--- config.mk ---
export PLATFORM = sky130hd
export DESIGN_NAME = tmr_pair
export DESIGN_NICKNAME = d
export VERILOG_FILES = /design/src/rtl/tmr_pkg.sv /design/src/rtl/tmr_prescale.sv /design/src/rtl/tmr_trigger.sv /design/src/rtl/tmr_count.sv /design/src/rtl/tmr_pair.sv
export SDC_FILE = /design/constraint.sdc
export NUM_CORES = 1
export LEC_CHECK = 0
export ABC_AREA = 1
export BUFFER_PORTS_ARGS = -buffer_cell sky130_fd_sc_hd__buf_4
export CAP_MARGIN = 10
export CORE_MARGIN = 4
export CORE_UTILIZATION = 50
export CTS_BUF_LIST = sky130_fd_sc_hd__clkbuf_8
export DETAILED_ROUTE_END_ITERATION = 12
export PLACE_DENSITY = 0.68
export SLEW_MARGIN = 0
export SYNTH_ARGS = -nofsm -noshare
export SYNTH_HDL_FRONTEND = slang
export SYNTH_SLANG_ARGS = --single-unit
--- constraint.sdc ---
create_clock -name clk -period 1.9 [get_ports clk]
set_clock_uncertainty 0.1 [all_clocks]
set_input_delay 0.095 -clock clk [delete_from_list [all_inputs] [get_ports clk]]
set_output_delay 0.095 -clock clk [all_outputs]
set_load 0.01 [all_outputs]
--- src/rtl/tmr_pkg.sv ---
// Package: shared constants and the per-timer configuration nibble.
// Assumes two timers and an 8-bit register bus with a 3-bit address.
package tmr_pkg;
    localparam int NUM_TMR = 2;
    localparam int CFG_W   = 4;
    localparam int ADDR_W  = 3;

    // Per-timer configuration nibble, packed MSB first:
    // bit3 fast prescale, bit2 8-bit reload, bit1 gate enable, bit0 event mode
    typedef struct packed {
        logic fast;
        logic reload8;
        logic gate_en;
        logic evt;
    } tmr_cfg_t;

    localparam logic [ADDR_W-1:0] ADR_MODE  = 3'd0;
    localparam logic [ADDR_W-1:0] ADR_CTRL  = 3'd1;
    localparam int                ADR_CNT_BASE = 2;
endpackage

--- src/rtl/tmr_prescale.sv ---
// Module: tmr_prescale
// Free-running divider giving a slow tick every SLOW_DIV clocks and a fast
// tick every FAST_DIV clocks. Both counters start at zero on reset.
// Assumes SLOW_DIV is a multiple of FAST_DIV, so every slow tick is also a fast tick.
module tmr_prescale #(
    parameter int SLOW_DIV = 12,
    parameter int FAST_DIV = 4
) (
    input  logic clk,
    input  logic rst_n,
    output logic tick_slow,
    output logic tick_fast
);
    localparam int SW = (SLOW_DIV > 1) ? $clog2(SLOW_DIV) : 1;
    localparam int FW = (FAST_DIV > 1) ? $clog2(FAST_DIV) : 1;
    localparam logic [SW-1:0] SLOW_LAST = SW'(SLOW_DIV - 1);
    localparam logic [FW-1:0] FAST_LAST = FW'(FAST_DIV - 1);

    logic [SW-1:0] slow_ph;
    logic [FW-1:0] fast_ph;

    // Advance the slow phase counter, wrapping at SLOW_DIV
    always_ff @(posedge clk) begin
        if (!rst_n)                  slow_ph <= '0;
        else if (slow_ph == SLOW_LAST) slow_ph <= '0;
        else                         slow_ph <= slow_ph + 1'b1;
    end

    // Advance the fast phase counter, wrapping at FAST_DIV
    always_ff @(posedge clk) begin
        if (!rst_n)                  fast_ph <= '0;
        else if (fast_ph == FAST_LAST) fast_ph <= '0;
        else                         fast_ph <= fast_ph + 1'b1;
    end

    assign tick_slow = (slow_ph == SLOW_LAST);
    assign tick_fast = (fast_ph == FAST_LAST);

    // the two dividers stay phase-aligned
    a_r3_slow_on_fast: assert property (@(posedge clk) disable iff (!rst_n)
        tick_slow |-> tick_fast);
    a_r3_slow_isolated: assert property (@(posedge clk) disable iff (!rst_n)
        tick_slow |=> !tick_slow);
endmodule

--- src/rtl/tmr_trigger.sv ---
// Module: tmr_trigger
// Turns the source selection, pin edge detection, gate and run bit into one
// increment request per clock for a single timer.
// Assumes pin and gate are already synchronous to clk.
module tmr_trigger
    import tmr_pkg::*;
(
    input  logic     clk,
    input  logic     rst_n,
    input  logic     pin,
    input  logic     gate,
    input  logic     run,
    input  tmr_cfg_t cfg,
    input  logic     tick_slow,
    input  logic     tick_fast,
    output logic     inc
);
    logic smp_cur;
    logic smp_prev;
    logic fall;
    logic src;
    logic gate_open;

    // Sample the count pin every clock and keep the previous sample
    always_ff @(posedge clk) begin
        if (!rst_n) begin
            smp_cur  <= 1'b0;
            smp_prev <= 1'b0;
        end else begin
            smp_cur  <= pin;
            smp_prev <= smp_cur;
        end
    end

    // Choose the count source and apply the gate and run qualifiers
    always_comb begin
        fall      = smp_prev & ~smp_cur;
        src       = cfg.evt ? fall : (cfg.fast ? tick_fast : tick_slow);
        gate_open = ~cfg.gate_en | gate;
        inc       = run & gate_open & src;
    end

    // an event increment follows a high sample then a low sample
    a_r5_edge_origin: assert property (@(posedge clk) disable iff (!rst_n)
        (inc && cfg.evt) |-> ($past(pin, 2) && !$past(pin)));
endmodule

--- src/rtl/tmr_count.sv ---
// Module: tmr_count
// One timer's count register as a low and a high byte. It counts as 16 bits
// or as an 8-bit low byte that reloads from the high byte. A bus write to
// either byte cancels an increment due in the same cycle. 'wrap' flags the
// increment that overflows.
module tmr_count #(
    parameter int BYTE_W = 8
) (
    input  logic              clk,
    input  logic              rst_n,
    input  logic              inc,
    input  logic              reload8,
    input  logic              wr_lo,
    input  logic              wr_hi,
    input  logic [BYTE_W-1:0] wdata,
    output logic [BYTE_W-1:0] lo,
    output logic [BYTE_W-1:0] hi,
    output logic              wrap
);
    logic step;
    logic lo_full;
    logic hi_full;

    // Decode the increment and overflow conditions
    always_comb begin
        step    = inc & ~(wr_lo | wr_hi);
        lo_full = &lo;
        hi_full = &hi;
        wrap    = step & lo_full & (reload8 | hi_full);
    end

    // Update the low byte: write, reload or increment
    always_ff @(posedge clk) begin
        if (!rst_n)                lo <= '0;
        else if (wr_lo)            lo <= wdata;
        else if (step) begin
            if (reload8 && lo_full) lo <= hi;
            else                   lo <= lo + 1'b1;
        end
    end

    // Update the high byte: write or carry in 16-bit mode
    always_ff @(posedge clk) begin
        if (!rst_n)                                lo_hi_reset();
        else if (wr_hi)                            hi <= wdata;
        else if (step && !reload8 && lo_full)      hi <= hi + 1'b1;
    end

    task automatic lo_hi_reset();
        hi <= '0;
    endtask

    // a written byte holds the written value next cycle
    a_r11_write_lo_wins: assert property (@(posedge clk) disable iff (!rst_n)
        wr_lo |=> (lo == $past(wdata)));
    a_r11_write_hi_wins: assert property (@(posedge clk) disable iff (!rst_n)
        wr_hi |=> (hi == $past(wdata)));
    // a 16-bit wrap lands on zero
    a_r8_wrap_zero: assert property (@(posedge clk) disable iff (!rst_n)
        (wrap && !reload8) |=> (lo == '0 && hi == '0));
    // an 8-bit reload copies the high byte and keeps it
    a_r9_reload_copy: assert property (@(posedge clk) disable iff (!rst_n)
        (wrap && reload8) |=> (lo == $past(hi) && hi == $past(hi)));
    // no increment and no write leaves the count unchanged
    a_r7_idle_stable: assert property (@(posedge clk) disable iff (!rst_n)
        (!inc && !wr_lo && !wr_hi) |=> ($stable(lo) && $stable(hi)));
endmodule

--- src/rtl/tmr_pair.sv ---
// Module: tmr_pair (top)
// Two gated timer/counters behind a small register bus. Holds the mode, run
// and sticky flag registers, decodes bus writes, muxes reads, and registers
// timer 1's overflow as the baud tick.
// Assumes one bus write per cycle. Reads are combinational on bus_addr.
module tmr_pair
    import tmr_pkg::*;
#(
    parameter int BYTE_W   = 8,
    parameter int SLOW_DIV = 12,
    parameter int FAST_DIV = 4
) (
    input  logic                 clk,
    input  logic                 rst_n,
    input  logic [ADDR_W-1:0]    bus_addr,
    input  logic [BYTE_W-1:0]    bus_wdata,
    input  logic                 bus_we,
    output logic [BYTE_W-1:0]    bus_rdata,
    input  logic [NUM_TMR-1:0]   cnt_pin,
    input  logic [NUM_TMR-1:0]   gate_pin,
    output logic [NUM_TMR-1:0]   ovf_flag,
    output logic                 baud_tick
);
    localparam int MODE_W = CFG_W * NUM_TMR;
    localparam int BAUD_T = NUM_TMR - 1;

    logic [MODE_W-1:0]  mode_q;
    logic [NUM_TMR-1:0] run_q;
    logic [NUM_TMR-1:0] flag_q;
    logic               baud_q;
    logic               mode_wr;
    logic               ctrl_wr;
    logic               tick_slow;
    logic               tick_fast;
    logic [NUM_TMR-1:0] inc;
    logic [NUM_TMR-1:0] wrap;
    logic [NUM_TMR-1:0] wr_lo;
    logic [NUM_TMR-1:0] wr_hi;
    logic [BYTE_W-1:0]  lo_v [NUM_TMR];
    logic [BYTE_W-1:0]  hi_v [NUM_TMR];

    // Decode writes to the mode and control registers
    always_comb begin
        mode_wr = bus_we && (bus_addr == ADR_MODE);
        ctrl_wr = bus_we && (bus_addr == ADR_CTRL);
    end

    // Hold the mode register
    always_ff @(posedge clk) begin
        if (!rst_n)       mode_q <= '0;
        else if (mode_wr) mode_q <= bus_wdata[MODE_W-1:0];
    end

    // Hold the run bits
    always_ff @(posedge clk) begin
        if (!rst_n)       run_q <= '0;
        else if (ctrl_wr) run_q <= bus_wdata[NUM_TMR-1:0];
    end

    // Keep sticky flags: an overflow sets, a written 0 clears, and set wins
    always_ff @(posedge clk) begin
        if (!rst_n) flag_q <= '0;
        else begin
            for (int i = 0; i < NUM_TMR; i++) begin
                if (wrap[i])                              flag_q[i] <= 1'b1;
                else if (ctrl_wr && !bus_wdata[NUM_TMR+i]) flag_q[i] <= 1'b0;
            end
        end
    end

    // Register the last timer's overflow as the baud tick
    always_ff @(posedge clk) begin
        if (!rst_n) baud_q <= 1'b0;
        else        baud_q <= wrap[BAUD_T];
    end

    tmr_prescale #(
        .SLOW_DIV (SLOW_DIV),
        .FAST_DIV (FAST_DIV)
    ) u_pre (
        .clk       (clk),
        .rst_n     (rst_n),
        .tick_slow (tick_slow),
        .tick_fast (tick_fast)
    );

    for (genvar g = 0; g < NUM_TMR; g++) begin : g_tmr
        tmr_cfg_t cfg;
        assign cfg      = tmr_cfg_t'(mode_q[CFG_W*g +: CFG_W]);
        assign wr_lo[g] = bus_we && (bus_addr == ADDR_W'(ADR_CNT_BASE + 2*g));
        assign wr_hi[g] = bus_we && (bus_addr == ADDR_W'(ADR_CNT_BASE + 2*g + 1));

        tmr_trigger u_trig (
            .clk       (clk),
            .rst_n     (rst_n),
            .pin       (cnt_pin[g]),
            .gate      (gate_pin[g]),
            .run       (run_q[g]),
            .cfg       (cfg),
            .tick_slow (tick_slow),
            .tick_fast (tick_fast),
            .inc       (inc[g])
        );

        tmr_count #(.BYTE_W(BYTE_W)) u_cnt (
            .clk     (clk),
            .rst_n   (rst_n),
            .inc     (inc[g]),
            .reload8 (cfg.reload8),
            .wr_lo   (wr_lo[g]),
            .wr_hi   (wr_hi[g]),
            .wdata   (bus_wdata),
            .lo      (lo_v[g]),
            .hi      (hi_v[g]),
            .wrap    (wrap[g])
        );

        // a set flag survives anything but a clearing control write
        a_r10_flag_sticky: assert property (@(posedge clk) disable iff (!rst_n)
            (flag_q[g] && !(ctrl_wr && !bus_wdata[NUM_TMR+g])) |=> flag_q[g]);
        // a stopped timer requests no increment
        a_r7_run_holds: assert property (@(posedge clk) disable iff (!rst_n)
            (!run_q[g]) |-> !inc[g]);
    end

    // Drive read data for the addressed register
    always_comb begin
        bus_rdata = '0;
        if (bus_addr == ADR_MODE)      bus_rdata = BYTE_W'(mode_q);
        else if (bus_addr == ADR_CTRL) bus_rdata = BYTE_W'({flag_q, run_q});
        for (int i = 0; i < NUM_TMR; i++) begin
            if (bus_addr == ADDR_W'(ADR_CNT_BASE + 2*i))     bus_rdata = lo_v[i];
            if (bus_addr == ADDR_W'(ADR_CNT_BASE + 2*i + 1)) bus_rdata = hi_v[i];
        end
    end

    assign ovf_flag  = flag_q;
    assign baud_tick = baud_q;

    // a baud tick always comes with the last timer's flag raised
    a_r12_baud_flagged: assert property (@(posedge clk) disable iff (!rst_n)
        baud_tick |-> ovf_flag[BAUD_T]);
endmodule

==> impl_metrics.prom, run 1 <==
# TYPE chip_impl_metric gauge
chip_impl_info{name="critical_path.reg2reg.endpoint",value="g_tmr[0].u_cnt.hi[0]$_SDFFE_PN0P_"} 1
chip_impl_info{name="synth_largest_area_cell",value="dfxtp_1"} 1
chip_impl_info{name="hp-start",value="bus_wdata[4]"} 1
chip_impl_info{name="tritoncts",value="built"} 1
chip_impl_metric{name="drt.antenna.violating_nets",unit=""} 0
chip_impl_info{name="yosys-top-cells-count",value="nand2_1, inv_1, nand3_1, nor2_1, dfxtp_1"} 1
chip_impl_metric{name="gr-total-overflow",unit=""} 0
chip_impl_metric{name="synthDominantCellAreaShare",unit="%"} 31.6
chip_impl_metric{name="routedWlPerCell",unit="um"} 14.9
chip_impl_metric{name="netlist_area",unit="um^2"} 3480
chip_impl_metric{name="worst_r2r_path_depth",unit=""} 9
chip_impl_metric{name="finalSetupViolations",unit=""} 0
chip_impl_metric{name="placeableCoreArea",unit="um^2"} 6790
chip_impl_metric{name="via_count_of_the_first_global_routing_pass",unit=""} 3439
chip_impl_metric{name="grt_util_all_layers",unit="%"} 25.3
chip_impl_info{name="root_buffer_master",value="clkbuf_8"} 1
chip_impl_info{name="startpoint",value="u_pre.slow_ph[0]$_SDFF_PP0_"} 1
chip_impl_metric{name="synthesis_warnings",unit=""} 0
chip_impl_info{name="synth.most_common_cell",value="nand2_1"} 1
chip_impl_metric{name="max_cap_violations",unit=""} 0
chip_impl_metric{name="part_of_the_yosys_area_used_for_sequential_elements",unit="%"} 31.6
chip_impl_metric{name="dr_total_vias",unit=""} 3734
chip_impl_info{name="critical_path.reg2reg.startpoint",value="u_pre.slow_ph[0]$_SDFF_PP0_"} 1
chip_impl_metric{name="postSynthAreaPerCell",unit="um^2"} 6.32
chip_impl_info{name="worstHoldPathType",value="primary input to flip-flop"} 1
chip_impl_info{name="whs_endpoint",value="mode_q[4]$_SDFFE_PN0P_"} 1
chip_impl_metric{name="static-leakage-power",unit="nW"} 1.82
chip_impl_metric{name="routed_via_density",unit=""} 5.36
chip_impl_metric{name="fraction_of_final_layout_cells_with_drive_strength_greater_than_1",unit="%"} 16.3
chip_impl_metric{name="die_height",unit="um"} 91.5
chip_impl_info{name="crit_path_top_delay_cell",value="dfxtp_2"} 1
chip_impl_metric{name="floorplan.initialDensity",unit="%"} 51.3
chip_impl_metric{name="critical_path.max_stage_delay",unit="ns"} 0.37
chip_impl_info{name="setup.worst_path.start_class",value="flip-flop"} 1
chip_impl_metric{name="detail_route.first_pass.iterations",unit=""} 4
chip_impl_metric{name="numPortBuffers",unit=""} 28
chip_impl_metric{name="synthDistinctLibCells",unit=""} 38
chip_impl_metric{name="grt_first_pass_wirelength",unit="mm"} 17.0
chip_impl_metric{name="final_hold_slack",unit="ns"} 0.0229
chip_impl_metric{name="design.die.area",unit="um^2"} 8370
chip_impl_metric{name="worst_slew_margin_rel",unit="%"} 72.4
chip_impl_metric{name="antenna-diode-count",unit=""} 0
chip_impl_metric{name="setup_total_negative_slack",unit="ns"} 0
chip_impl_metric{name="synthesis.nets",unit=""} 575
chip_impl_metric{name="worst_slack",unit="ns"} 0.120
chip_impl_metric{name="timing.final.crit_period",unit="ns"} 1.78
chip_impl_metric{name="syn_to_layout_area_delta",unit="%"} 17.9
chip_impl_metric{name="synth_enable_flop_cells",unit=""} 0
chip_impl_metric{name="fmaxAchievable",unit="MHz"} 562
chip_impl_metric{name="antenna_violations_before_repair",unit=""} 0
chip_impl_metric{name="utilization",unit="%"} 60.5
chip_impl_metric{name="hold-path-cell-count",unit=""} 3
chip_impl_metric{name="asyncSetResetFlopFracSynth",unit="%"} 0
chip_impl_metric{name="nNetsFinal",unit=""} 623
chip_impl_metric{name="clock_insertion_delay_worst_skew",unit="ns"} 0.31
chip_impl_info{name="worstPathCellList",value="ha_4 -> nand3_2 -> nor2_2 -> nor2_1 -> nor2_2 -> nand4_1 -> buf_4 -> a21oi_1 -> nor2_1"} 1
chip_impl_metric{name="clock-sinks",unit=""} 55
chip_impl_metric{name="ff2ff_setup_slack",unit="ns"} 0.12
chip_impl_metric{name="worst_slew_pin_slew",unit="ns"} 0.414
chip_impl_metric{name="htreeDepth",unit=""} 2
chip_impl_metric{name="arrival",unit="ns"} 1.90
chip_impl_metric{name="place_worst_setup_slack",unit="ns"} 0.0779
chip_impl_metric{name="layout.filler_cells",unit=""} 667
chip_impl_metric{name="vdd_ir_drop_max",unit="V"} 0.000313
chip_impl_metric{name="synth-seq-cells",unit=""} 55
chip_impl_metric{name="tritoncts.num_buffers",unit=""} 5
chip_impl_metric{name="floorplan.io_pins",unit=""} 29
chip_impl_info{name="largest_cells_by_area_after_synthesis",value="dfxtp_1, nand2_1, nand3_1"} 1
chip_impl_info{name="worstSetupPathType",value="flip-flop to flip-flop"} 1
chip_impl_metric{name="die_width",unit="um"} 91.5
chip_impl_metric{name="routability_congestion_estimate",unit=""} 0.951
chip_impl_metric{name="critPathRequiredTime",unit="ns"} 2.02
chip_impl_metric{name="synthesis.instances",unit=""} 551
chip_impl_info{name="result_of_the_run",value="complete, no violations"} 1
chip_impl_metric{name="drt_drc_violations_left",unit=""} 0
chip_impl_metric{name="placement_rows",unit=""} 30
chip_impl_metric{name="crit_path_max_fanout",unit=""} 5
chip_impl_metric{name="min_period_over_period",unit="%"} 93.7
chip_impl_metric{name="cts.reportedPaths.clkPinSlew",unit="ns"} 0.10
chip_impl_metric{name="pin_count_of_the_biggest_net_entering_global_routing",unit=""} 36
chip_impl_metric{name="finalMaxSlewViolations",unit=""} 0
chip_impl_metric{name="final_hold_violating_endpoints",unit=""} 0
chip_impl_info{name="setup.worst_path.end_class",value="flip-flop"} 1
chip_impl_metric{name="total_power_divided_by_cell_area",unit="nW/um^2"} 537
chip_impl_metric{name="cts_buffer_depth",unit=""} 2
chip_impl_metric{name="route.final.wire_length",unit="mm"} 10.4
chip_impl_metric{name="detail_route.iter0.violations",unit=""} 292
chip_impl_metric{name="detailed_place_hpwl",unit="mm"} 7.95
chip_impl_info{name="yosys_most_used_dff",value="dfxtp_1"} 1
chip_impl_info{name="setup_repair_after_global_routing_missed_its_margin",value="false"} 1
cell usage in the layout (no fill, tap or decap), types with 7 or more instances in the layout:
master,n
o21ai_0,27
nand2_1,136
nor2_1,58
o211ai_1,7
nand3_1,63
dfxtp_1,52
a21oi_1,35
xor2_1,12
nand4_1,8
inv_2,11
inv_1,65
buf_4,51
worst max-delay path by stage:
stage,end,slack (ns),cells after the start
floorplan,g_tmr[0].u_cnt.hi[0]$_SDFFE_PN0P_,0.29,8
global placement,g_tmr[0].u_cnt.lo[7]$_SDFFE_PN0P_,0.10,9
detailed placement,g_tmr[0].u_cnt.lo[7]$_SDFFE_PN0P_,0.08,9
CTS,g_tmr[0].u_cnt.lo[7]$_SDFFE_PN0P_,0.04,9
global route,g_tmr[0].u_cnt.hi[3]$_SDFFE_PN0P_,0.005,9
finish,g_tmr[0].u_cnt.hi[0]$_SDFFE_PN0P_,0.12,9
kinds of logic after synthesis:
group,after synthesis,synth area share (%)
xor gates and xnor gates,17,4.27
adders and majority gates,6,2.15
DFF,55,31.6
AOI/OAI and AO/OA,88,14.1
buffers and inverters,93,10.7
and+or+nand+nor,292,37.2
power breakdown:
part | switching (mW) | internal, mW | leakage (nW)
logic | 0.185 | 0.116 | 1.32
registers | 0.0377 | 1.19 | 0.448
clock network | 0.408 | 0.265 | 0.0485
total | 0.631 | 1.57 | 1.82
critical path: cells and delay by family, from the launching register on:
family / cells / cell delay (ns)
simple gates: 6 / 0.70
flops: 1 / 0.37
buf+inv: 1 / 0.25
fa+ha+maj: 1 / 0.15
compound gates: 1 / 0.12
final cells by class:
| cell class | count | area [um^2] | share of cell area [%] |
|---|---|---|---|
| Multi-Input combinational cell | 403 | 2050 | 49.9 |
| Inverter | 77 | 289 | 7.04 |
| Tap cell | 96 | 120 | 2.92 |
| Timing Repair Buffer | 57 | 453 | 11.0 |
| Sequential cell | 55 | 1100 | 26.9 |
| Clock inverter | 3 | 22.5 | 0.548 |
| Clock buffer | 5 | 68.8 | 1.68 |
timing repair:
item                                   in CTS  in global routing
setup endpoints to repair                   0                 34
resized for setup                           0                 15
buffers inserted                            0                  1
endpoints found under the hold margin       5                  0
hold buffers                                5                  0
per-stage QoR:
step / total power, mW / cell area (um^2) / cells
5_1_grt: 2.30 / 4110 / 696
3_3_place_gp: 1.53 / 3920 / 682
4_1_cts: 2.21 / 4060 / 695
6_report: 2.21 / 4110 / 696
3_5_place_dp: 1.54 / 3920 / 682
2_1_floorplan: 1.41 / 3480 / 551
flip-flops by register name, summed over array words and instances (netlist names):
register,flops
baud_tick,1
ovf_flag,2
g_tmr.u_trig.smp_cur,2
u_pre.slow_ph,4
mode_q,8
g_tmr.u_cnt.lo,16
g_tmr.u_cnt.hi,16
g_tmr.u_trig.smp_prev,2
run_q,2
u_pre.fast_ph,2
metal layers:
metal	vias to the layer above	part of all wire, %	GRT usage (%)
met5	-	0	0
met4	0	3.0	8.42
met3	25	7.7	4.14
met2	141	47	42.7
met1	1682	42	32.6
li1	1886	-	-
Power figures use the tool's default switching activity.
==> run 2, diff against run 1 <==
Settings changed: CTS_BUF_LIST sky130_fd_sc_hd__clkbuf_8 to sky130_fd_sc_hd__clkbuf_16.
==> run 2 against run 1 <==
- sequential share of layout area fell by 0.15 points
- clock power rose by 39%
- largest cell class unchanged
- highest routed layer unchanged
- count of clock-buffer cells in the layout did not move
==> impl_metrics.prom, run 2 (synthesized netlist as in run 1, its figures left out) <==
# TYPE chip_impl_metric gauge
chip_impl_info{name="tritoncts",value="built"} 1
chip_impl_metric{name="grt_util_all_layers",unit="%"} 25.4
chip_impl_metric{name="final-instance-count-excl-fill",unit=""} 693
chip_impl_metric{name="clock_insertion_delay_worst_skew",unit="ns"} 0.30
chip_impl_metric{name="place_worst_setup_slack",unit="ns"} 0.0779
chip_impl_metric{name="ff2ff_setup_slack",unit="ns"} 0.11
chip_impl_metric{name="static-leakage-power",unit="nW"} 1.83
chip_impl_info{name="critical_path.reg2reg.endpoint",value="g_tmr[0].u_cnt.hi[4]$_SDFFE_PN0P_"} 1
chip_impl_metric{name="critical_path.max_stage_delay",unit="ns"} 0.33
chip_impl_metric{name="nNetsFinal",unit=""} 620
chip_impl_metric{name="max_cap_violations",unit=""} 0
chip_impl_metric{name="worst_r2r_path_depth",unit=""} 9
chip_impl_metric{name="drt_drc_violations_left",unit=""} 0
chip_impl_metric{name="placement_rows",unit=""} 30
chip_impl_metric{name="routed_via_density",unit=""} 5.39
chip_impl_metric{name="critPathRequiredTime",unit="ns"} 1.99
chip_impl_info{name="setup_repair_after_global_routing_missed_its_margin",value="false"} 1
chip_impl_info{name="setup.worst_path.start_class",value="flip-flop"} 1
chip_impl_metric{name="routability_congestion_estimate",unit=""} 0.951
chip_impl_info{name="result_of_the_run",value="complete, no violations"} 1
chip_impl_metric{name="cp_depth",unit=""} 9
chip_impl_metric{name="via_count_of_the_first_global_routing_pass",unit=""} 3437
chip_impl_metric{name="final_hold_violating_endpoints",unit=""} 0
chip_impl_info{name="worstSetupPathType",value="flip-flop to flip-flop"} 1
chip_impl_metric{name="p_total",unit="mW"} 2.46
chip_impl_metric{name="antenna-diode-count",unit=""} 0
chip_impl_info{name="cell_class_contributing_the_biggest_share_of_worst_path_delay",value="simple AND/OR/NAND/NOR gates"} 1
chip_impl_metric{name="htreeDepth",unit=""} 2
chip_impl_metric{name="route.final.wire_length",unit="mm"} 10.4
chip_impl_info{name="final_cell_mix",value="nand2_1, inv_1, nand3_1, nor2_1, dfxtp_1"} 1
chip_impl_metric{name="die_height",unit="um"} 91.5
chip_impl_info{name="top_usage_layer",value="met2"} 1
chip_impl_metric{name="worst_slack",unit="ns"} 0.114
chip_impl_metric{name="dr_total_vias",unit=""} 3733
chip_impl_metric{name="crit_path_max_fanout",unit=""} 4
chip_impl_metric{name="gr-usage-met3",unit="%"} 4.39
chip_impl_metric{name="finalSetupViolations",unit=""} 0
chip_impl_metric{name="design.die.area",unit="um^2"} 8370
chip_impl_metric{name="antenna_violations_before_repair",unit=""} 0
chip_impl_info{name="setup.worst_path.end_class",value="flip-flop"} 1
chip_impl_metric{name="arrival",unit="ns"} 1.88
chip_impl_info{name="layout_top_registers",value="g_tmr.u_cnt.hi x16, g_tmr.u_cnt.lo x16, mode_q x8"} 1
chip_impl_metric{name="critical_path.n_buffers_inverters",unit=""} 1
chip_impl_metric{name="detail_route.iter0.violations",unit=""} 336
chip_impl_metric{name="global_route.usage.met2",unit="%"} 42.7
chip_impl_metric{name="floorplan.initialDensity",unit="%"} 51.3
chip_impl_metric{name="detailed_place_hpwl",unit="mm"} 7.95
chip_impl_metric{name="cts_buffer_depth",unit=""} 2
chip_impl_info{name="hp-start",value="bus_wdata[0]"} 1
chip_impl_metric{name="min_period_over_period",unit="%"} 94.0
chip_impl_metric{name="syn_to_layout_area_delta",unit="%"} 18.6
chip_impl_metric{name="fmaxAchievable",unit="MHz"} 560
chip_impl_metric{name="timing.final.crit_period",unit="ns"} 1.79
chip_impl_metric{name="tritoncts.num_buffers",unit=""} 5
chip_impl_metric{name="cts.reportedPaths.clkPinSlew",unit="ns"} 0.07
chip_impl_metric{name="grt_first_pass_wirelength",unit="mm"} 17.0
chip_impl_info{name="whs_endpoint",value="run_q[0]$_SDFFE_PN0N_"} 1
chip_impl_metric{name="setup_total_negative_slack",unit="ns"} 0
chip_impl_info{name="most_common_cell_after_layout_fill_and_taps_aside",value="nand2_1"} 1
chip_impl_metric{name="detail_route.first_pass.iterations",unit=""} 5
chip_impl_metric{name="floorplan.io_pins",unit=""} 29
chip_impl_info{name="worstHoldPathType",value="primary input to flip-flop"} 1
chip_impl_metric{name="drt.antenna.violating_nets",unit=""} 0
chip_impl_metric{name="routedWlPerCell",unit="um"} 15.0
chip_impl_metric{name="numPortBuffers",unit=""} 28
chip_impl_metric{name="pin_count_of_the_biggest_net_entering_global_routing",unit=""} 36
chip_impl_metric{name="use_met1",unit="%"} 32.6
chip_impl_metric{name="total_power_divided_by_cell_area",unit="nW/um^2"} 596
chip_impl_metric{name="fraction_of_final_layout_cells_with_drive_strength_greater_than_1",unit="%"} 16.6
chip_impl_metric{name="placed_cells",unit=""} 682
chip_impl_metric{name="placeableCoreArea",unit="um^2"} 6790
chip_impl_metric{name="die_width",unit="um"} 91.5
chip_impl_metric{name="vdd_ir_drop_max",unit="V"} 0.000352
chip_impl_info{name="crit_path_top_delay_cell",value="dfxtp_2"} 1
chip_impl_metric{name="gr-total-overflow",unit=""} 0
chip_impl_metric{name="worst_slew_pin_slew",unit="ns"} 0.408
chip_impl_info{name="root_buffer_master",value="clkbuf_16"} 1
chip_impl_metric{name="hold-path-cell-count",unit=""} 3
chip_impl_info{name="worstPathCellList",value="ha_2 -> nand3_2 -> nor2_2 -> nor2_1 -> nor2_2 -> nand4_1 -> buf_4 -> a21oi_1 -> nor2_1"} 1
chip_impl_metric{name="finalMaxSlewViolations",unit=""} 0
chip_impl_metric{name="clock-sinks",unit=""} 55
chip_impl_metric{name="worst_slew_margin_rel",unit="%"} 72.7
chip_impl_metric{name="utilization",unit="%"} 60.8
chip_impl_info{name="critical_path.reg2reg.startpoint",value="u_pre.slow_ph[0]$_SDFF_PP0_"} 1
-- run 2: worst reg2reg max path, stage by stage, from the launching register on --
cell and delay, ns:
dfxtp_2 0.33, ha_2 0.19, nand3_2 0.11, nor2_2 0.11
nor2_1 0.05, nor2_2 0.12, nand4_1 0.26, buf_4 0.24
a21oi_1 0.12, nor2_1 0.06
-- run 2: repair_timing --
item	in CTS	in global routing
endpoints found under the setup margin	0	34
setup buffers	0	1
hold buffers	2	0
hold endpoints to repair	2	0
resized for setup	0	16
-- run 2: final cells by class --
class / count / area (um^2)
Tap cell: 96 / 120
Clock buffer: 5 / 125
Multi-Input combinational cell: 403 / 2050
Inverter: 77 / 289
Sequential cell: 55 / 1100
Fill cell: 665 / 2660
Clock inverter: 3 / 22.5
Timing Repair Buffer: 54 / 423
-- run 2: through the flow --
stage | hold slack (ns) | area, um^2
2_1_floorplan | 0.0926 | 3480
3_3_place_gp | 0.179 | 3920
3_5_place_dp | 0.184 | 3920
4_1_cts | 0.0165 | 4080
5_1_grt | 0.0354 | 4130
6_report | 0.0225 | 4130
-- run 2: worst max-delay path by stage --
stage	to	startpoint
2_1_floorplan	g_tmr[0].u_cnt.hi[0]$_SDFFE_PN0P_	g_tmr[0].u_cnt.lo[0]$_SDFFE_PN0P_
3_3_place_gp	g_tmr[0].u_cnt.lo[7]$_SDFFE_PN0P_	u_pre.slow_ph[0]$_SDFF_PP0_
3_5_place_dp	g_tmr[0].u_cnt.lo[7]$_SDFFE_PN0P_	u_pre.slow_ph[0]$_SDFF_PP0_
4_1_cts	g_tmr[0].u_cnt.lo[7]$_SDFFE_PN0P_	u_pre.slow_ph[0]$_SDFF_PP0_
5_1_grt	g_tmr[0].u_cnt.hi[4]$_SDFFE_PN0P_	u_pre.slow_ph[1]$_SDFF_PP0_
6_report	g_tmr[0].u_cnt.hi[4]$_SDFFE_PN0P_	u_pre.slow_ph[0]$_SDFF_PP0_
-- run 2: power breakdown --
| group | leakage, nW | internal [mW] | switching, mW |
|---|---|---|---|
| logic | 1.31 | 0.111 | 0.184 |
| clock network | 0.0742 | 0.494 | 0.442 |
| registers | 0.448 | 1.19 | 0.0365 |
| total | 1.83 | 1.80 | 0.663 |
-- run 2: layer usage --
| metal | part of all wire [%] | wire (um) |
|---|---|---|
| met1 | 43 | 4440 |
| met2 | 47 | 4910 |
| met3 | 7.1 | 740 |
| met4 | 3.1 | 326 |
| met5 | 0 | 0 |
==> run 3, diff against run 2 <==
Settings changed: CORE_UTILIZATION 50 to 40, PLACE_DENSITY 0.68 to 0.56.
==> run 3 against run 2 <==
- utilization is 11 points lower
- final cell count is 1.9% higher
- via count is 0.86% higher
- non-clock buffer count is 4 higher
- sequential cell count stayed put
- sequential power hardly changed
- global-route usage is 3.2 points lower
- worst hold slack better by 0.0089 ns
- die area is 23% higher
- wire length is 7.6% higher
- cell area is 0.94% higher
==> impl_metrics.prom, run 3 (synthesized netlist as in run 1, its figures left out) <==
# TYPE chip_impl_metric gauge
chip_impl_metric{name="arrival",unit="ns"} 1.68
chip_impl_metric{name="grt_first_pass_wirelength",unit="mm"} 17.9
chip_impl_metric{name="die_width",unit="um"} 101
chip_impl_metric{name="antenna-diode-count",unit=""} 0
chip_impl_metric{name="worst_slack",unit="ns"} 0.0221
chip_impl_metric{name="worst_r2r_path_depth",unit=""} 8
chip_impl_metric{name="numPortBuffers",unit=""} 28
chip_impl_metric{name="clock-sinks",unit=""} 55
chip_impl_metric{name="place_worst_setup_slack",unit="ns"} 0.0474
chip_impl_metric{name="final-instance-count-excl-fill",unit=""} 706
chip_impl_metric{name="worst_slew_pin_slew",unit="ns"} 0.460
chip_impl_metric{name="die_height",unit="um"} 101
chip_impl_metric{name="timing.final.crit_period",unit="ns"} 1.88
chip_impl_metric{name="floorplan.io_pins",unit=""} 29
chip_impl_metric{name="power.share.clock",unit="%"} 38.2
chip_impl_metric{name="cts.reportedPaths.clkPinSlew",unit="ns"} 0.08
chip_impl_metric{name="netSwitchingFraction",unit="%"} 27.3
chip_impl_metric{name="utilization",unit="%"} 50.0
chip_impl_metric{name="cts_buffer_depth",unit=""} 2
chip_impl_metric{name="placeableCoreArea",unit="um^2"} 8340
chip_impl_metric{name="total_power_divided_by_cell_area",unit="nW/um^2"} 595
chip_impl_metric{name="routed_via_density",unit=""} 5.33
chip_impl_info{name="layout_top_registers",value="g_tmr.u_cnt.hi x16, g_tmr.u_cnt.lo x16, mode_q x8"} 1
chip_impl_metric{name="via_count_of_the_first_global_routing_pass",unit=""} 3540
chip_impl_metric{name="tritoncts.num_buffers",unit=""} 5
chip_impl_metric{name="min_period_over_period",unit="%"} 98.8
chip_impl_info{name="critical_path.reg2reg.endpoint",value="g_tmr[0].u_cnt.hi[6]$_SDFFE_PN0P_"} 1
chip_impl_metric{name="drt_drc_violations_left",unit=""} 0
chip_impl_metric{name="crit_path_max_fanout",unit=""} 3
chip_impl_info{name="critical_path.reg2reg.startpoint",value="g_tmr[0].u_cnt.lo[1]$_SDFFE_PN0P_"} 1
chip_impl_metric{name="p_int",unit="mW"} 1.80
chip_impl_metric{name="htreeDepth",unit=""} 2
chip_impl_metric{name="finalSetupViolations",unit=""} 0
chip_impl_info{name="setup.worst_path.end_class",value="output port"} 1
chip_impl_metric{name="routedWlPerCell",unit="um"} 15.9
chip_impl_metric{name="routability_congestion_estimate",unit=""} 0.991
chip_impl_info{name="setup.worst_path.start_class",value="flip-flop"} 1
chip_impl_metric{name="nNetsFinal",unit=""} 624
chip_impl_metric{name="critPathRequiredTime",unit="ns"} 1.70
chip_impl_metric{name="detailed_place_hpwl",unit="mm"} 8.46
chip_impl_metric{name="final_hold_violating_endpoints",unit=""} 0
chip_impl_info{name="final_cell_mix",value="nand2_1, inv_1, nand3_1, nor2_1, buf_4"} 1
chip_impl_metric{name="finalMaxSlewViolations",unit=""} 0
chip_impl_metric{name="route.final.wire_length",unit="mm"} 11.2
chip_impl_metric{name="hold-path-cell-count",unit=""} 3
chip_impl_metric{name="ff2ff_setup_slack",unit="ns"} 0.12
chip_impl_info{name="root_buffer_master",value="clkbuf_16"} 1
chip_impl_metric{name="dr_total_vias",unit=""} 3765
chip_impl_metric{name="power.sequential.fraction",unit="%"} 49.5
chip_impl_metric{name="max_cap_violations",unit=""} 0
chip_impl_info{name="hp-start",value="bus_wdata[3]"} 1
chip_impl_info{name="crit_path_top_delay_cell",value="a221oi_1"} 1
chip_impl_metric{name="fraction_of_final_layout_cells_with_drive_strength_greater_than_1",unit="%"} 16.3
chip_impl_metric{name="placement_rows",unit=""} 33
chip_impl_metric{name="floorplan.initialDensity",unit="%"} 41.8
chip_impl_metric{name="detail_route.first_pass.iterations",unit=""} 5
chip_impl_metric{name="layout.filler_cells",unit=""} 894
chip_impl_metric{name="design.die.area",unit="um^2"} 10300
chip_impl_info{name="most_common_cell_after_layout_fill_and_taps_aside",value="nand2_1"} 1
chip_impl_metric{name="grt_util_all_layers",unit="%"} 22.2
chip_impl_info{name="worstHoldPathType",value="primary input to flip-flop"} 1
chip_impl_metric{name="gate_power_share",unit="%"} 12.3
chip_impl_metric{name="critical_path.max_stage_delay",unit="ns"} 0.39
chip_impl_metric{name="p_sw",unit="mW"} 0.677
chip_impl_metric{name="antenna_violations_before_repair",unit=""} 0
chip_impl_metric{name="detail_route.iter0.violations",unit=""} 250
chip_impl_info{name="tritoncts",value="built"} 1
chip_impl_metric{name="syn_to_layout_area_delta",unit="%"} 19.7
chip_impl_info{name="worstPathCellList",value="inv_1 -> nor2_1 -> a221oi_1 -> o2111ai_1 -> buf_4"} 1
chip_impl_metric{name="drt.antenna.violating_nets",unit=""} 0
chip_impl_metric{name="worst_slew_margin_rel",unit="%"} 69.3
chip_impl_metric{name="static-leakage-power",unit="nW"} 1.86
chip_impl_metric{name="fmaxAchievable",unit="MHz"} 533
chip_impl_metric{name="vdd_ir_drop_max",unit="V"} 0.000399
chip_impl_info{name="worstSetupPathType",value="flip-flop to output port"} 1
chip_impl_metric{name="pin_count_of_the_biggest_net_entering_global_routing",unit=""} 36
chip_impl_info{name="whs_endpoint",value="g_tmr[0].u_cnt.lo[3]$_SDFFE_PN0P_"} 1
chip_impl_metric{name="clock_insertion_delay_worst_skew",unit="ns"} 0.29
chip_impl_info{name="result_of_the_run",value="complete, no violations"} 1
chip_impl_metric{name="gr-total-overflow",unit=""} 0
chip_impl_metric{name="placed_cells",unit=""} 692
-- run 3: changes by cell type in the layout (fill, tap and decap cells not counted), sizes merged --
cell / delta
buf: +4
clkinv: -1
inv: +1
-- run 3: worst max path at each step --
stage	startpoint	end	slack (ns)	cells after the start
2_1_floorplan	g_tmr[0].u_cnt.lo[0]$_SDFFE_PN0P_	g_tmr[0].u_cnt.hi[0]$_SDFFE_PN0P_	0.29	8
3_3_place_gp	u_pre.slow_ph[0]$_SDFF_PP0_	g_tmr[0].u_cnt.hi[4]$_SDFFE_PN0P_	0.06	9
3_5_place_dp	u_pre.slow_ph[0]$_SDFF_PP0_	g_tmr[1].u_cnt.lo[5]$_SDFFE_PN0P_	0.05	10
4_1_cts	u_pre.slow_ph[0]$_SDFF_PP0_	g_tmr[1].u_cnt.lo[5]$_SDFFE_PN0P_	0.03	10
5_1_grt	u_pre.fast_ph[0]$_SDFF_PP0_	g_tmr[0].u_cnt.hi[5]$_SDFFE_PN0P_	-0.02	9
6_report	g_tmr[0].u_cnt.lo[3]$_SDFFE_PN0P_	bus_rdata[3]	0.02	5
-- run 3: area by class of cell --
class | count | area [um^2] | area share, %
clock buffers | 5 | 125 | 3.00
inverters | 77 | 289 | 6.93
multi-input cells | 403 | 2050 | 49.3
flip-flops and latches | 55 | 1100 | 26.5
repair buffers | 58 | 444 | 10.7
well taps | 105 | 131 | 3.15
clock inverters | 3 | 22.5 | 0.540
-- run 3: layer usage --
| layer | vias up | GRT usage [%] | routed length (um) |
|---|---|---|---|
| li1 | 1892 | - | - |
| met1 | 1734 | 29.6 | 4990 |
| met2 | 118 | 36.3 | 5240 |
| met3 | 21 | 3.72 | 689 |
| met4 | 0 | 7.57 | 287 |
| met5 | - | 0 | 0 |
-- run 3: what timing repair did --
| item | CTS | global route |
|---|---|---|
| endpoints found under the setup margin | 0 | 34 |
| buffers inserted | 0 | 3 |
| endpoints found under the hold margin | 2 | 0 |
| hold buffers | 2 | 0 |
| gates resized for setup | 0 | 15 |
-- run 3: critical path: cells and delay by family (launching register included) --
family / cells / cell delay, ns
DFF: 1 / 0.34
and+or+nand+nor: 1 / 0.07
AOI/OAI and AO/OA: 2 / 0.63
buffers and inverters: 2 / 0.35
-- run 3: power groups by stage --
stage               clock network [mW]  registers (mW)  logic [mW]
finish                           0.948            1.23       0.305
CTS                              0.981            1.22       0.296
global placement                     0            1.25       0.287
floorplan                            0            1.24       0.169
detailed placement                   0            1.25       0.292
global route                      1.03            1.23       0.339
-- run 3: through the flow --
stage                     power (mW)  hold slack (ns)  setup TNS (ns)  area, um^2
after detailed placement        1.54            0.181               0        3920
after CTS                       2.50           0.0211               0        4090
final                           2.48           0.0314               0        4170
after global placement          1.54            0.176               0        3920
after floorplan                 1.41           0.0926               0        3480
after global routing            2.60           0.0435         -0.0621        4170
